==> src/rtl/ccd_pkg.sv <==
package ccd_pkg;
  localparam int unsigned CCD_NCH  = 3;
  localparam int unsigned CCD_POSW = 8;
  localparam int unsigned CCD_ADCW = 10;
  localparam int unsigned CCD_CFGW = 8;

  typedef enum logic [1:0] {
    SQ_IDLE  = 2'd0,
    SQ_ARM   = 2'd1,
    SQ_COUNT = 2'd2,
    SQ_HELD  = 2'd3
  } sq_state_e;
endpackage

==> src/rtl/ccd_samp_seq.sv <==
module ccd_samp_seq
  import ccd_pkg::*;
#(
  parameter int unsigned POSW = CCD_POSW
) (
  input  logic            clk,
  input  logic            rst_n,
  input  logic            start_i,
  input  logic [POSW-1:0] blk_pos_i,
  input  logic [POSW-1:0] vid_pos_i,
  input  logic            conv_idle_i,
  output logic            blk_smp_o,
  output logic            vid_smp_o,
  output logic            order_err_o,
  output logic            overrun_o,
  output logic            handoff_o
);
  sq_state_e       state_q, state_d;
  logic [POSW-1:0] cnt_q, cnt_d;
  logic [POSW-1:0] blk_q, vid_q;
  logic            start_q;
  logic            err_q, ovr_q;
  logic            rise, accept, bad_order, drop_busy, blk_hit, vid_hit, cnt_en;

  always_comb begin
    rise      = start_i & ~start_q;
    accept    = rise && (state_q == SQ_IDLE) && (vid_pos_i > blk_pos_i);
    bad_order = rise && (state_q == SQ_IDLE) && !(vid_pos_i > blk_pos_i);
    drop_busy = rise && (state_q != SQ_IDLE);
    blk_hit   = (state_q == SQ_COUNT) && (cnt_q == blk_q);
    vid_hit   = (state_q == SQ_COUNT) && (cnt_q == vid_q);
    handoff_o = (state_q == SQ_HELD) && conv_idle_i;
    state_d   = state_q;
    cnt_d     = cnt_q;
    cnt_en    = 1'b0;
    unique case (state_q)
      SQ_IDLE:  if (accept) state_d = SQ_ARM;
      SQ_ARM:   if (!start_i) begin
                  state_d = SQ_COUNT;
                  cnt_d   = '0;
                  cnt_en  = 1'b1;
                end
      SQ_COUNT: if (vid_hit) state_d = SQ_HELD;
                else begin
                  cnt_d  = cnt_q + 1'b1;
                  cnt_en = 1'b1;
                end
      SQ_HELD:  if (handoff_o) state_d = SQ_IDLE;
      default:  state_d = SQ_IDLE;
    endcase
  end

  always_ff @(posedge clk or negedge rst_n) begin
    if (!rst_n) begin
      state_q <= SQ_IDLE;
      cnt_q   <= '0;
      blk_q   <= '0;
      vid_q   <= '0;
      start_q <= 1'b0;
      err_q   <= 1'b0;
      ovr_q   <= 1'b0;
    end else begin
      state_q <= state_d;
      start_q <= start_i;
      err_q   <= bad_order;
      ovr_q   <= drop_busy;
      if (cnt_en) cnt_q <= cnt_d;
      if (accept) begin
        blk_q <= blk_pos_i;
        vid_q <= vid_pos_i;
      end
    end
  end

  assign blk_smp_o   = blk_hit;
  assign vid_smp_o   = vid_hit;
  assign order_err_o = err_q;
  assign overrun_o   = ovr_q;
endmodule

==> src/rtl/ccd_sar_conv.sv <==
module ccd_sar_conv
  import ccd_pkg::*;
#(
  parameter int unsigned ADCW = CCD_ADCW,
  parameter int unsigned NCH  = CCD_NCH,
  localparam int unsigned CHW  = $clog2(NCH),
  localparam int unsigned BITW = $clog2(ADCW)
) (
  input  logic                clk,
  input  logic                rst_n,
  input  logic                go_i,
  input  logic                comp_i,
  output logic                busy_o,
  output logic [CHW-1:0]      sel_o,
  output logic [ADCW-1:0]     trial_o,
  output logic                done_o,
  output logic [NCH*ADCW-1:0] words_o
);
  logic            busy_q, busy_d;
  logic [CHW-1:0]  ch_q, ch_d;
  logic [BITW-1:0] bit_q, bit_d;
  logic [ADCW-1:0] res_q, res_d;
  logic            done_q;
  logic [ADCW-1:0] trial, res_nxt;
  logic            last_bit, last_ch;

  always_comb begin
    trial    = res_q | (ADCW'(1) << bit_q);
    res_nxt  = comp_i ? trial : res_q;
    last_bit = busy_q && (bit_q == '0);
    last_ch  = (ch_q == CHW'(NCH-1));
    busy_d   = busy_q;
    ch_d     = ch_q;
    bit_d    = bit_q;
    res_d    = res_q;
    if (!busy_q) begin
      if (go_i) begin
        busy_d = 1'b1;
        ch_d   = '0;
        bit_d  = BITW'(ADCW-1);
        res_d  = '0;
      end
    end else if (last_bit) begin
      res_d = '0;
      bit_d = BITW'(ADCW-1);
      if (last_ch) begin
        busy_d = 1'b0;
        ch_d   = '0;
      end else begin
        ch_d = ch_q + 1'b1;
      end
    end else begin
      res_d = res_nxt;
      bit_d = bit_q - 1'b1;
    end
  end

  always_ff @(posedge clk or negedge rst_n) begin
    if (!rst_n) begin
      busy_q <= 1'b0;
      ch_q   <= '0;
      bit_q  <= '0;
      res_q  <= '0;
      done_q <= 1'b0;
    end else begin
      busy_q <= busy_d;
      ch_q   <= ch_d;
      bit_q  <= bit_d;
      res_q  <= res_d;
      done_q <= last_bit && last_ch;
    end
  end

  for (genvar g = 0; g < NCH; g++) begin : g_word
    logic [ADCW-1:0] word_q;
    always_ff @(posedge clk or negedge rst_n) begin
      if (!rst_n) word_q <= '0;
      else if (last_bit && (ch_q == CHW'(g))) word_q <= res_nxt;
    end
    assign words_o[g*ADCW +: ADCW] = word_q;
  end

  assign busy_o  = busy_q;
  assign sel_o   = ch_q;
  assign trial_o = busy_q ? trial : '0;
  assign done_o  = done_q;
endmodule

==> src/rtl/ccd_ser_out.sv <==
module ccd_ser_out
  import ccd_pkg::*;
#(
  parameter int unsigned ADCW = CCD_ADCW,
  parameter int unsigned NCH  = CCD_NCH,
  localparam int unsigned REMW = $clog2(ADCW+1)
) (
  input  logic                clk,
  input  logic                rst_n,
  input  logic                load_i,
  input  logic [NCH*ADCW-1:0] words_i,
  output logic [NCH-1:0]      ser_o,
  output logic                shift_o,
  output logic                word_o
);
  logic [REMW-1:0] rem_q;
  logic            active;

  assign active = (rem_q != '0);

  always_ff @(posedge clk or negedge rst_n) begin
    if (!rst_n)      rem_q <= '0;
    else if (load_i) rem_q <= REMW'(ADCW);
    else if (active) rem_q <= rem_q - 1'b1;
  end

  for (genvar g = 0; g < NCH; g++) begin : g_lane
    logic [ADCW-1:0] sr_q;
    always_ff @(posedge clk or negedge rst_n) begin
      if (!rst_n)      sr_q <= '0;
      else if (load_i) sr_q <= words_i[g*ADCW +: ADCW];
      else if (active) sr_q <= {sr_q[ADCW-2:0], 1'b0};
    end
    assign ser_o[g] = active & sr_q[ADCW-1];
  end

  assign shift_o = active;
  assign word_o  = (rem_q == REMW'(ADCW));
endmodule

==> src/rtl/ccd_cfg_regs.sv <==
module ccd_cfg_regs
  import ccd_pkg::*;
#(
  parameter int unsigned NCH  = CCD_NCH,
  parameter int unsigned CFGW = CCD_CFGW,
  localparam int unsigned CHW = $clog2(NCH)
) (
  input  logic                clk,
  input  logic                rst_n,
  input  logic                we_i,
  input  logic [CHW-1:0]      ch_i,
  input  logic                gain_sel_i,
  input  logic [CFGW-1:0]     data_i,
  output logic [NCH*CFGW-1:0] offs_o,
  output logic [NCH*CFGW-1:0] gain_o
);
  for (genvar g = 0; g < NCH; g++) begin : g_ch
    logic [CFGW-1:0] offs_q, gain_q;
    logic            hit;
    assign hit = we_i && (ch_i == CHW'(g));
    always_ff @(posedge clk or negedge rst_n) begin
      if (!rst_n) begin
        offs_q <= '0;
        gain_q <= '0;
      end else if (hit) begin
        if (gain_sel_i) gain_q <= data_i;
        else            offs_q <= data_i;
      end
    end
    assign offs_o[g*CFGW +: CFGW] = offs_q;
    assign gain_o[g*CFGW +: CFGW] = gain_q;
  end
endmodule

==> src/rtl/ccd_pix_seq.sv <==
module ccd_pix_seq
  import ccd_pkg::*;
#(
  parameter int unsigned NCH  = CCD_NCH,
  parameter int unsigned POSW = CCD_POSW,
  parameter int unsigned ADCW = CCD_ADCW,
  parameter int unsigned CFGW = CCD_CFGW,
  localparam int unsigned CHW = $clog2(NCH)
) (
  input  logic                clk,
  input  logic                rst_n,
  input  logic                start_i,
  input  logic [POSW-1:0]     blk_pos_i,
  input  logic [POSW-1:0]     vid_pos_i,
  input  logic                comp_i,
  input  logic                cfg_we_i,
  input  logic [CHW-1:0]      cfg_ch_i,
  input  logic                cfg_gain_sel_i,
  input  logic [CFGW-1:0]     cfg_data_i,
  output logic                blk_smp_o,
  output logic                vid_smp_o,
  output logic                order_err_o,
  output logic                overrun_o,
  output logic                conv_busy_o,
  output logic [CHW-1:0]      mux_sel_o,
  output logic [ADCW-1:0]     sar_trial_o,
  output logic [NCH-1:0]      ser_o,
  output logic                shift_o,
  output logic                word_o,
  output logic [NCH*CFGW-1:0] offs_o,
  output logic [NCH*CFGW-1:0] gain_o
);
  logic                handoff, conv_done;
  logic [NCH*ADCW-1:0] words;

  ccd_samp_seq #(.POSW(POSW)) u_samp (
    .clk(clk), .rst_n(rst_n), .start_i(start_i),
    .blk_pos_i(blk_pos_i), .vid_pos_i(vid_pos_i),
    .conv_idle_i(~conv_busy_o),
    .blk_smp_o(blk_smp_o), .vid_smp_o(vid_smp_o),
    .order_err_o(order_err_o), .overrun_o(overrun_o),
    .handoff_o(handoff)
  );

  ccd_sar_conv #(.ADCW(ADCW), .NCH(NCH)) u_sar (
    .clk(clk), .rst_n(rst_n), .go_i(handoff), .comp_i(comp_i),
    .busy_o(conv_busy_o), .sel_o(mux_sel_o), .trial_o(sar_trial_o),
    .done_o(conv_done), .words_o(words)
  );

  ccd_ser_out #(.ADCW(ADCW), .NCH(NCH)) u_ser (
    .clk(clk), .rst_n(rst_n), .load_i(conv_done), .words_i(words),
    .ser_o(ser_o), .shift_o(shift_o), .word_o(word_o)
  );

  ccd_cfg_regs #(.NCH(NCH), .CFGW(CFGW)) u_cfg (
    .clk(clk), .rst_n(rst_n), .we_i(cfg_we_i), .ch_i(cfg_ch_i),
    .gain_sel_i(cfg_gain_sel_i), .data_i(cfg_data_i),
    .offs_o(offs_o), .gain_o(gain_o)
  );
endmodule

==> config.mk <==
export PLATFORM = sky130hd
export DESIGN_NAME = ccd_pix_seq
export DESIGN_NICKNAME = d
export VERILOG_FILES = /design/src/rtl/ccd_pkg.sv /design/src/rtl/ccd_samp_seq.sv /design/src/rtl/ccd_sar_conv.sv /design/src/rtl/ccd_ser_out.sv /design/src/rtl/ccd_cfg_regs.sv /design/src/rtl/ccd_pix_seq.sv
export SDC_FILE = /design/constraint.sdc
export NUM_CORES = 1
export LEC_CHECK = 0
export ABC_CLOCK_PERIOD_IN_PS = 1950
export BUFFER_PORTS_ARGS = -buffer_cell sky130_fd_sc_hd__buf_2
export CAP_MARGIN = 20
export CORE_ASPECT_RATIO = 1.25
export CORE_UTILIZATION = 48
export DETAILED_ROUTE_END_ITERATION = 6
export PLACE_DENSITY = 0.69
export SYNTH_ARGS = -nofsm -noshare
export SYNTH_HDL_FRONTEND = slang
export SYNTH_SLANG_ARGS = --single-unit
==> constraint.sdc <==
create_clock -name clk -period 1.95 [get_ports clk]
set_input_delay 0.195 -clock clk [delete_from_list [all_inputs] [get_ports clk]]
set_output_delay 0.195 -clock clk [all_outputs]
set_load 0.05 [all_outputs]
==> out/results.txt, run 1 <==
# nets final: 841
Worst Hold End: u_samp.blk_q[4]
WP data arrival: 1.80 ns
Final Setup Violations: 2
TritonCTS buffer count: 17
Max clock buf depth: 2
clk_lat worst skew: 0.43 ns
Post-Synthesis Cells: 638
die area: 15600 sq um
die width: 112 um
Final Non-Filler Cells: 980
Final Max Slew Viols: 0
Hold Path Depth: 2
Mapped Nets: 690
Area growth syn-to-layout: 27.4%
Setup TNS: -0.0578 ns
core area: 14600 sq um
Die Y: 139 um
FFs w/ async S/R, synth: 100%
gpl congestion: 0.811
# fillers: 1142
unrepaired setup endpoints after global routing: yes
Post-Syn Area: 7260 sq um
commonest non-fill, non-tap cell in the layout: dfrtp_1
TritonCTS clock tree: done
reg-to-reg startpoint: u_samp.cnt_q[3]
first-pass GRT wire length: 26800 um
Max VDD drop: 900 uV
Iter 0 DRT Violations: 302
GRT Total Usage: 21.9%
dpl cells: 914
Least-Margin Pin Slew: 0.603 ns
Avg Cell Area, Syn: 11.4 sq um
fmax: 0.502 GHz
initial antenna violation count: 0
row cnt: 49
ANT cells: 0
vias post-DR: 5279
R2R cell count: 8
Critical Path RT: 1.75 ns
Max Clock Skew: 0.00718 ns
Initial Util: 49.8%
DRC: 7
capturing point of the worst reg2reg path: u_samp.state_q[1]
Critical Path End Type: output pin
H-tree Lvls: 4
Worst setup SP type: flip-flop
CP Class: flip-flop to output pin
most frequent cells in the layout: dfrtp_1, buf_2, nand2_1
clock slew at reported path FFs: 0.07 ns
flop-to-flop setup slack: 0.06 ns
number of synthesized register bits: 159
YS warnings: 0
power density over the cells: 1580 nW/um^2
Avg Vias per Cell: 5.39
Post-synth top flop: dfrtp_1
critical path peak fanout: 6
failing checks: design-rule violations, negative setup slack
Hold Crit Class: input pin to flip-flop
status: finished, violations left
IO Pins: 102
hpwl dp: 10700 um
WL/cell: 16.4 um
Netlist cell types: 54
hold path start: blk_pos_i[4]
register area share after synthesis: 54.8%
IO Port Bufs: 101
LEAKAGE: 4.29 nW
vias in the first global route: 5426
GRT Residual Overflow: 0
Max transition margin: 59.6%
period utilisation layout: 102%
share of cells above drive strength 1: 35.3%
drt pass-1 iters: 6
Post-synth EDFFs: 0
CTS Root Cell: clkbuf_16
Fin. Hold Viols: 0
post-route ant nets: 0
Num Clock Sinks: 159
pin count of the biggest net entering global routing: 65
Detailed Route WL: 16000 um
max_cap viols: 0
Tmin final: 1.99 ns
final worst slack: -0.0419 ns
## worst max-delay path, stage by stage (launching register included)
cell and delay [ns]:
dfrtp_2 0.48, xnor2_2 0.18, nand4_1 0.18, nor4_4 0.33, buf_6 0.19
## synthesized netlist by cell type, types with 11 or more instances
master      n  area, sq um
nor2_1     27          101
a21oi_1    45          225
mux2i_1    31          310
nor2b_1    21          131
xnor2_1    16          140
mux2_2     54          608
o21ai_0    62          310
dfrtp_1   159         3980
nand2_1    71          267
inv_1      21         78.8
clkbuf_1   19         71.3
ha_1       20          250
mux2_1     11          124
## layout make-up
type | instances | area, sq um | area share, %
tap | 178 | 223 | 2.41
multi-input combinational | 427 | 3200 | 34.6
clock buffer | 17 | 425 | 4.60
clock inverter | 15 | 189 | 2.04
inverter | 21 | 78.8 | 0.853
timing repair buffer | 163 | 1140 | 12.4
sequential | 159 | 3990 | 43.1
## layer usage
layer	wire, um	up-vias	track usage (%)
li1	-	2513	-
met1	6780	2610	26.6
met2	8200	128	37.4
met3	652	28	4.70
met4	402	0	9.89
met5	0	-	0
## power breakdown
group	switching, mW	internal, mW
combinational	3.60	2.43
sequential	0.808	4.40
clock	1.53	1.85
total	5.94	8.68
## cell families after synthesis
| group | after synthesis | synth area share [%] |
|---|---|---|
| AO/OA/AOI/OAI | 128 | 10.0 |
| buffers and inverters | 52 | 3.31 |
| flip-flops | 159 | 54.8 |
| AND/OR/NAND/NOR | 165 | 11.8 |
| XOR/XNOR | 18 | 2.28 |
| multiplexers | 96 | 14.4 |
| adder cells (fa/ha/maj) | 20 | 3.45 |
## state kept, by name (all words and copies together) (netlist names), 8 cells and up
register             count
u_sar.g_word.word_q     30
u_samp.vid_q             8
u_samp.blk_q             8
u_samp.cnt_q             8
u_cfg.g_ch.gain_q       24
u_sar.res_q             10
u_ser.g_lane.sr_q       30
u_cfg.g_ch.offs_q       24
## metrics by stage
step           hold WS, ns  setup slack, ns  util, %  total power [mW]  area (sq um)
6_report            0.0184          -0.0419     63.4              14.6          9250
5_1_grt            0.00924           -0.119     63.4              15.5          9250
4_1_cts            0.00531          -0.0543     62.3              14.4          9100
3_5_place_dp         0.203          -0.0798     55.8              10.6          8140
3_3_place_gp         0.196          -0.0130     55.8              10.4          8140
2_1_floorplan       -0.101          -0.0564        -              9.09          7300
## worst max-delay path by stage
| stage | endpoint | startpoint | slack (ns) | cells after the start |
|---|---|---|---|---|
| 2_1_floorplan | ser_o[0] | u_ser.rem_q[0] | -0.06 | 6 |
| 5_1_grt | blk_smp_o | u_samp.cnt_q[3] | -0.12 | 5 |
| 4_1_cts | blk_smp_o | u_samp.cnt_q[3] | -0.05 | 5 |
| 3_5_place_dp | u_samp.blk_q[2] | blk_pos_i[3] | -0.08 | 8 |
| 3_3_place_gp | u_samp.blk_q[0] | blk_pos_i[3] | -0.01 | 8 |
| 6_report | blk_smp_o | u_samp.cnt_q[4] | -0.04 | 4 |
## repair_timing
item | CTS | global route
gates resized for setup | 31 | 26
pin swaps | 7 | 5
hold buffers | 16 | 0
endpoints found under the hold margin | 66 | 0
endpoints found under the setup margin | 14 | 32
buffers inserted | 10 | 8
Note: power is estimated with default switching activity, not from simulation.
==> inputs of run 2 (changes only) <==
--- a/config.mk
+++ b/config.mk
@@ -5,13 +5,13 @@
 export SDC_FILE = /design/constraint.sdc
 export NUM_CORES = 1
 export LEC_CHECK = 0
-export ABC_CLOCK_PERIOD_IN_PS = 1950
+export ABC_CLOCK_PERIOD_IN_PS = 1800
 export BUFFER_PORTS_ARGS = -buffer_cell sky130_fd_sc_hd__buf_2
 export CAP_MARGIN = 20
 export CORE_ASPECT_RATIO = 1.25
 export CORE_UTILIZATION = 48
 export DETAILED_ROUTE_END_ITERATION = 6
-export PLACE_DENSITY = 0.69
+export PLACE_DENSITY = 0.71
 export SYNTH_ARGS = -nofsm -noshare
 export SYNTH_HDL_FRONTEND = slang
 export SYNTH_SLANG_ARGS = --single-unit
==> constraint.sdc (replaced) <==
create_clock -name clk -period 1.8 [get_ports clk]
set_input_delay 0.18 -clock clk [delete_from_list [all_inputs] [get_ports clk]]
set_output_delay 0.18 -clock clk [all_outputs]
set_load 0.05 [all_outputs]
==> run 2 against run 1 <==
Against the previous run:
- the flow still finishes with violations (design-rule violations, negative setup slack)
- non-clock buffer count rose by 37
- critical path depth increased by 1
- highest routed layer unchanged
- global-route usage up 0.75 points
- largest cell class unchanged
- cell area increased by 8.1%
- via count increased by 5.5%
- cell count is 3.9% higher
- register-to-register slack worse by 0.18 ns
- first-iteration DRC count is 12% lower
- sequential power up 9.0%
- utilization up 5.2 points
- total power increased by 19%
==> out/results.txt, run 2 (synthesis results as in run 1) <==
max_cap viols: 0 (unchanged)
Max transition margin: 63.5% (+3.9 points)
Initial Util: 49.8% (unchanged)
Die Y: 139 um (unchanged)
final worst slack: -0.165 ns (-0.123 ns)
Num Clock Sinks: 159 (unchanged)
clock share of power: 21.0% (-2.1 points)
IO Pins: 102 (unchanged)
Least-Margin Pin Slew: 0.547 ns (-0.0555 ns)
H-tree Lvls: 4 (unchanged)
die area: 15600 sq um (unchanged)
internal power: 10.4 mW (+20%)
row cnt: 49 (unchanged)
TritonCTS clock tree: done
IO Port Bufs: 101 (unchanged)
dpl cell area: 8340 sq um (+2.5%)
Hold Crit Class: input pin to flip-flop
Final Max Slew Viols: 0 (unchanged)
Max VDD drop: 880 uV (-2.3%)
sequential power share: 32.7% (-2.9 points)
gpl congestion: 0.838 (+3.3%)
period utilisation layout: 109%
multi-input logic area: 3580 sq um (+12%)
combinational share of power: 46.2% (+5.0 points)
drt pass-1 iters: 6 (unchanged)
status: finished, violations left
clock slew at reported path FFs: 0.07 ns (about the same)
clk_lat worst skew: 0.43 ns (about the same)
vias in the first global route: 5739 (+5.8%)
initial antenna violation count: 0 (unchanged)
Avg Vias per Cell: 5.47 (+1.6%)
ANT cells: 0 (unchanged)
Iter 0 DRT Violations: 265 (-12%)
post-layout util: 68.5% (+5.2 points)
unrepaired setup endpoints after global routing: yes
die width: 112 um (unchanged)
pin count of the biggest net entering global routing: 65 (unchanged)
Detailed Route WL: 18100 um (+13%)
GRT Total Usage: 22.7% (+0.75 points)
DRC: 3 (-4)
vias post-DR: 5570 (+5.5%)
critical path peak fanout: 2 (-4)
TritonCTS buffer count: 17 (unchanged)
Critical Path End Type: output pin
fmax: 0.509 GHz
first-pass GRT wire length: 27900 um (+3.8%)
NetSw: 6.92 mW (+16%)
WL/cell: 17.7 um (+8.5%)
Critical Path RT: 1.62 ns (-0.13 ns)
WP data arrival: 1.78 ns (-0.02 ns)
Worst setup SP type: flip-flop
Fin. Hold Viols: 0 (unchanged)
LEAKAGE: 4.66 nW (+8.8%)
Seq. cell area: 3980 sq um (about the same)
largest registers: u_sar.g_word.word_q: 30 flops, u_ser.g_lane.sr_q: 30 flops
Tmin final: 1.96 ns
Setup TNS: -0.989 ns (-0.931 ns)
# fillers: 1029 (-9.9%)
Area growth syn-to-layout: 37.7%
final instance area: 10000 sq um (+8.1%)
Max clock buf depth: 2 (unchanged)
GRT Residual Overflow: 0 (unchanged)
Max Clock Skew: 0.0112 ns (+0.00399 ns)
share of cells above drive strength 1: 44.3% (+9.0 points)
failing checks: design-rule violations, negative setup slack
total power: 17.3 mW (+19%)
post-route ant nets: 0 (unchanged)
power density over the cells: 1730 nW/um^2 (+9.7%)
CP Class: flip-flop to output pin
# nets final: 879 (+4.5%)
Final Setup Violations: 16 (+14)
most frequent cells in the layout: dfrtp_1, buf_2, nand2_1
core area: 14600 sq um (unchanged)
CTS Root Cell: clkbuf_16
commonest non-fill, non-tap cell in the layout: dfrtp_1
hpwl dp: 11400 um (+6.5%)
Net Sw Frac: 39.9% (-0.73 points)
[run 2: cell types whose count changed in the layout (fill, tap and decap cells not counted), sizes merged, moves of 2 or more]
cell,change
dlygate4sd3,-2
buf,+37
clkinvlp,+4
inv,-5
clkinv,-2
clkbuf,+3
[run 2: layer usage]
layer  part of all wire [%]  global-route usage (%)  vias to the layer above
met5                      0                       0                        -
met2                     54                    40.4                      121
met4                    1.8                    8.42                        0
met3                    3.2                    4.88                       30
li1                       -                       -                     2602
met1                     41                    26.7                     2817
[run 2: area by class of cell]
class | count | area share (%)
clock buffers | 19 | 4.53
clock inverters | 13 | 1.54
inverters | 21 | 0.813
multi-input cells | 428 | 35.9
flip-flops and latches | 159 | 39.8
well taps | 178 | 2.23
repair buffers | 200 | 15.2
[run 2: final timing paths]
| kind | start | end | slack [ns] | cells after the start |
|---|---|---|---|---|
| min in group asynchronous | rst_n | u_sar.bit_q[1] | 0.28 | 2 |
| hold / removal | blk_pos_i[1] | u_samp.blk_q[1] | 0.01 | 2 |
| setup / recovery | u_samp.cnt_q[6] | vid_smp_o | -0.16 | 5 |
| setup reg to reg | u_samp.cnt_q[6] | u_samp.cnt_q[0] | -0.12 | 8 |
| hold reg to reg | u_samp.start_q | u_samp.overrun_o | 0.44 | 1 |
| max in group asynchronous | rst_n | u_sar.g_word[2].word_q[6] | 0.84 | 3 |
[run 2: power by group through the flow]
stage          Clock (mW)  Sequential, mW  Combinational [mW]
2_1_floorplan           0            6.36                3.58
3_3_place_gp            0            5.55                5.98
6_report             3.65            5.68                8.01
5_1_grt              3.86            5.80                8.54
4_1_cts              3.69            5.61                7.09
3_5_place_dp            0            5.62                6.18
[run 2: what timing repair did]
action | in CTS | in global routing
gates resized for setup | 76 | 79
setup endpoints to repair | 45 | 83
pin swaps | 14 | 18
gates cloned | 0 | 3
hold buffers | 14 | 0
buffers inserted | 17 | 19
hold endpoints to repair | 62 | 0
[run 2: critical path, cell delays in order (launching register included)]
cell and delay, ns:
dfrtp_1 0.42, xnor2_1 0.24, nand4_1 0.17, or2_4 0.29, nor2_4 0.08, buf_6 0.16
[run 2: through the flow]
step | worst slack [ns] | std cells | hold slack, ns
after floorplan | -0.191 | 638 | -0.116
after global placement | -0.130 | 936 | 0.169
after detailed placement | -0.233 | 936 | 0.176
after CTS | -0.128 | 999 | 0.00984
after global routing | -0.274 | 1018 | 0.00384
final | -0.165 | 1018 | 0.00975
==> inputs of run 3 (changes only) <==
--- a/config.mk
+++ b/config.mk
@@ -9,9 +9,8 @@
 export BUFFER_PORTS_ARGS = -buffer_cell sky130_fd_sc_hd__buf_2
 export CAP_MARGIN = 20
 export CORE_ASPECT_RATIO = 1.25
-export CORE_UTILIZATION = 48
+export CORE_UTILIZATION = 27
 export DETAILED_ROUTE_END_ITERATION = 6
-export PLACE_DENSITY = 0.71
 export SYNTH_ARGS = -nofsm -noshare
 export SYNTH_HDL_FRONTEND = slang
 export SYNTH_SLANG_ARGS = --single-unit
==> run 3 against run 2 <==
Against the previous run:
- non-clock buffer count is 10 higher
- register-to-register slack improved by 0.03 ns
- sequential share of layout area shrank 1.1 points
- utilization shrank 29 points
- first-iteration DRC count down 13%
- clock power shrank 5%
- the flow finishes with violations (negative setup slack)
==> out/results.txt, run 3 (synthesis results as in run 1) <==
Max VDD drop: 716 uV (-19%)
sequential power share: 32.4% (-0.3 points)
Net Sw Frac: 39.5% (-0.46 points)
Fin. Hold Viols: 0 (unchanged)
period utilisation layout: 111% (+2.0 points)
largest registers: u_sar.g_word.word_q: 30 flops, u_ser.g_lane.sr_q: 30 flops
clock share of power: 20.0% (-1.0 points)
status: finished, violations left
vias post-DR: 5427 (-2.6%)
critical path peak fanout: 3 (+1)
Worst setup SP type: flip-flop
gpl congestion: 0.815 (-2.7%)
unrepaired setup endpoints after global routing: yes
NetSw: 6.83 mW (-1.3%)
LEAKAGE: 4.69 nW (+0.60%)
flop-to-flop setup slack: -0.09 ns (+0.03 ns)
share of cells above drive strength 1: 42.9% (-1.4 points)
Num Clock Sinks: 159 (unchanged)
Area growth syn-to-layout: 41.6%
Hold Crit Class: input pin to flip-flop
DRC: 0 (-3)
dpl cell area: 8610 sq um (+3.3%)
final worst slack: -0.201 ns (-0.0359 ns)
first-pass GRT wire length: 28500 um (+2.1%)
Die Y: 185 um (+33%)
Avg Vias per Cell: 4.56 (-17%)
TritonCTS buffer count: 17 (unchanged)
capturing point of the worst reg2reg path: u_samp.state_q[1]
post-layout util: 39.1% (-29 points)
ANT cells: 0 (unchanged)
core area: 26300 sq um (+80%)
IO Port Bufs: 101 (unchanged)
CP Buf/Inv Count: 1 (unchanged)
CP Class: flip-flop to output pin
Max transition margin: 64.7% (+1.2 points)
# fillers: 2523 (+150%)
WL/cell: 15.2 um (-14%)
reg-to-reg startpoint: u_samp.state_q[0]
internal power: 10.5 mW (+0.63%)
Place WS: -0.232 ns (+0.000953 ns)
Final Non-Filler Cells: 1189 (+17%)
clock slew at reported path FFs: 0.07 ns (about the same)
post-route ant nets: 0 (unchanged)
critical-path cell list: xnor2_1 > nand4_1 > or2_1 > nor2_2 > buf_6
commonest non-fill, non-tap cell in the layout: dfrtp_1
delay-heaviest family, CP: simple AND/OR/NAND/NOR gates
CTS Root Cell: clkbuf_16
R2R cell count: 9 (+1)
die width: 149 um (+33%)
max_cap viols: 0 (unchanged)
failing checks: negative setup slack
GRT Total Usage: 13.3% (-9.3 points)
Max Clock Skew: 0.0111 ns (-0.0000308 ns)
Iter 0 DRT Violations: 230 (-13%)
H-tree Lvls: 4 (unchanged)
WP data arrival: 1.82 ns (+0.04 ns)
combinational share of power: 47.6% (+1.4 points)
hpwl dp: 11800 um (+3.3%)
Critical Path RT: 1.62 ns (about the same)
Detailed Route WL: 18100 um (about the same)
row cnt: 66 (+35%)
pin count of the biggest net entering global routing: 65 (unchanged)
Final Max Slew Viols: 0 (unchanged)
clk_lat worst skew: 0.44 ns (about the same)
TritonCTS clock tree: done
dpl cells: 1104 (+18%)
initial antenna violation count: 0 (unchanged)
drt pass-1 iters: 4 (-2)
Least-Margin Pin Slew: 0.527 ns (-0.0202 ns)
Hold Path Depth: 2 (unchanged)
power density over the cells: 1680 nW/um^2 (-2.9%)
Slowest cell on crit path: dfrtp_1
Max clock buf depth: 2 (unchanged)
fmax: 0.500 GHz (-1.8%)
vias in the first global route: 5492 (-4.3%)
GRT Residual Overflow: 0 (unchanged)
Critical Path End Type: output pin
die area: 27600 sq um (+76%)
most frequent cells in the layout: dfrtp_1, buf_2, nand2_1
Worst Hold End: u_cfg.g_ch[2].offs_q[7]
IO Pins: 102 (unchanged)
slowest stage delay, CP: 0.43 ns (about the same)
Final Setup Violations: 28 (+12)
final instance area: 10300 sq um (+2.8%)
Tmin final: 2.00 ns (+0.0359 ns)
Initial Util: 27.6% (-22 points)
hold path start: cfg_data_i[7]
# nets final: 888 (+1.0%)
==> run 3: per-layer routing <==
layer | vias to the layer above | global-route usage, % | part of all wire [%]
met5 | - | 0 | 0
li1 | 2621 | - | -
met4 | 0 | 6.56 | 2.2
met3 | 28 | 2.81 | 2.6
met2 | 97 | 22.8 | 52
met1 | 2681 | 15.8 | 43
==> run 3: power by group through the flow <==
stage	sequential (mW)	combinational, mW	clock [mW]
after floorplan	6.36	3.58	0
after global placement	5.57	6.18	0
after detailed placement	5.60	6.28	0
after CTS	5.58	7.49	3.58
after global routing	5.76	8.82	3.72
final	5.61	8.24	3.47
==> run 3: worst max-delay path by stage <==
stage / startpoint / end / slack, ns / cells past startpoint
2_1_floorplan: u_ser.rem_q[0] / ser_o[0] / -0.19 / 6
3_3_place_gp: blk_pos_i[7] / u_samp.blk_q[4] / -0.24 / 8
3_5_place_dp: blk_pos_i[7] / u_samp.blk_q[3] / -0.23 / 8
4_1_cts: u_samp.cnt_q[5] / vid_smp_o / -0.22 / 5
5_1_grt: u_samp.cnt_q[5] / vid_smp_o / -0.28 / 5
6_report: u_samp.cnt_q[6] / vid_smp_o / -0.20 / 5
==> run 3: timing repair <==
item | 4_1_cts | 5_1_grt
setup buffers | 23 | 11
pin swaps | 15 | 12
setup endpoints to repair | 40 | 62
resized for setup | 102 | 51
hold buffers | 14 | 0
hold endpoints to repair | 47 | 0
cloned | 2 | 4
==> run 3: layout make-up <==
type,count,area (sq um),share of cell area (%)
well taps,340,425,4.14
repair buffers,210,1750,17.0
clock inverters,13,115,1.12
inverters,21,83.8,0.816
flip-flops and latches,159,3990,38.8
clock buffers,19,443,4.31
multi-input cells,427,3480,33.9
==> run 3: per-stage QoR <==
step	hold slack (ns)	total power [mW]	setup TNS [ns]
CTS	0.0339	16.7	-0.942
detailed placement	0.132	11.9	-3.86
global placement	0.126	11.8	-3.89
floorplan	-0.116	9.94	-0.791
finish	0.0541	17.3	-1.76
global route	0.0389	18.3	-4.17
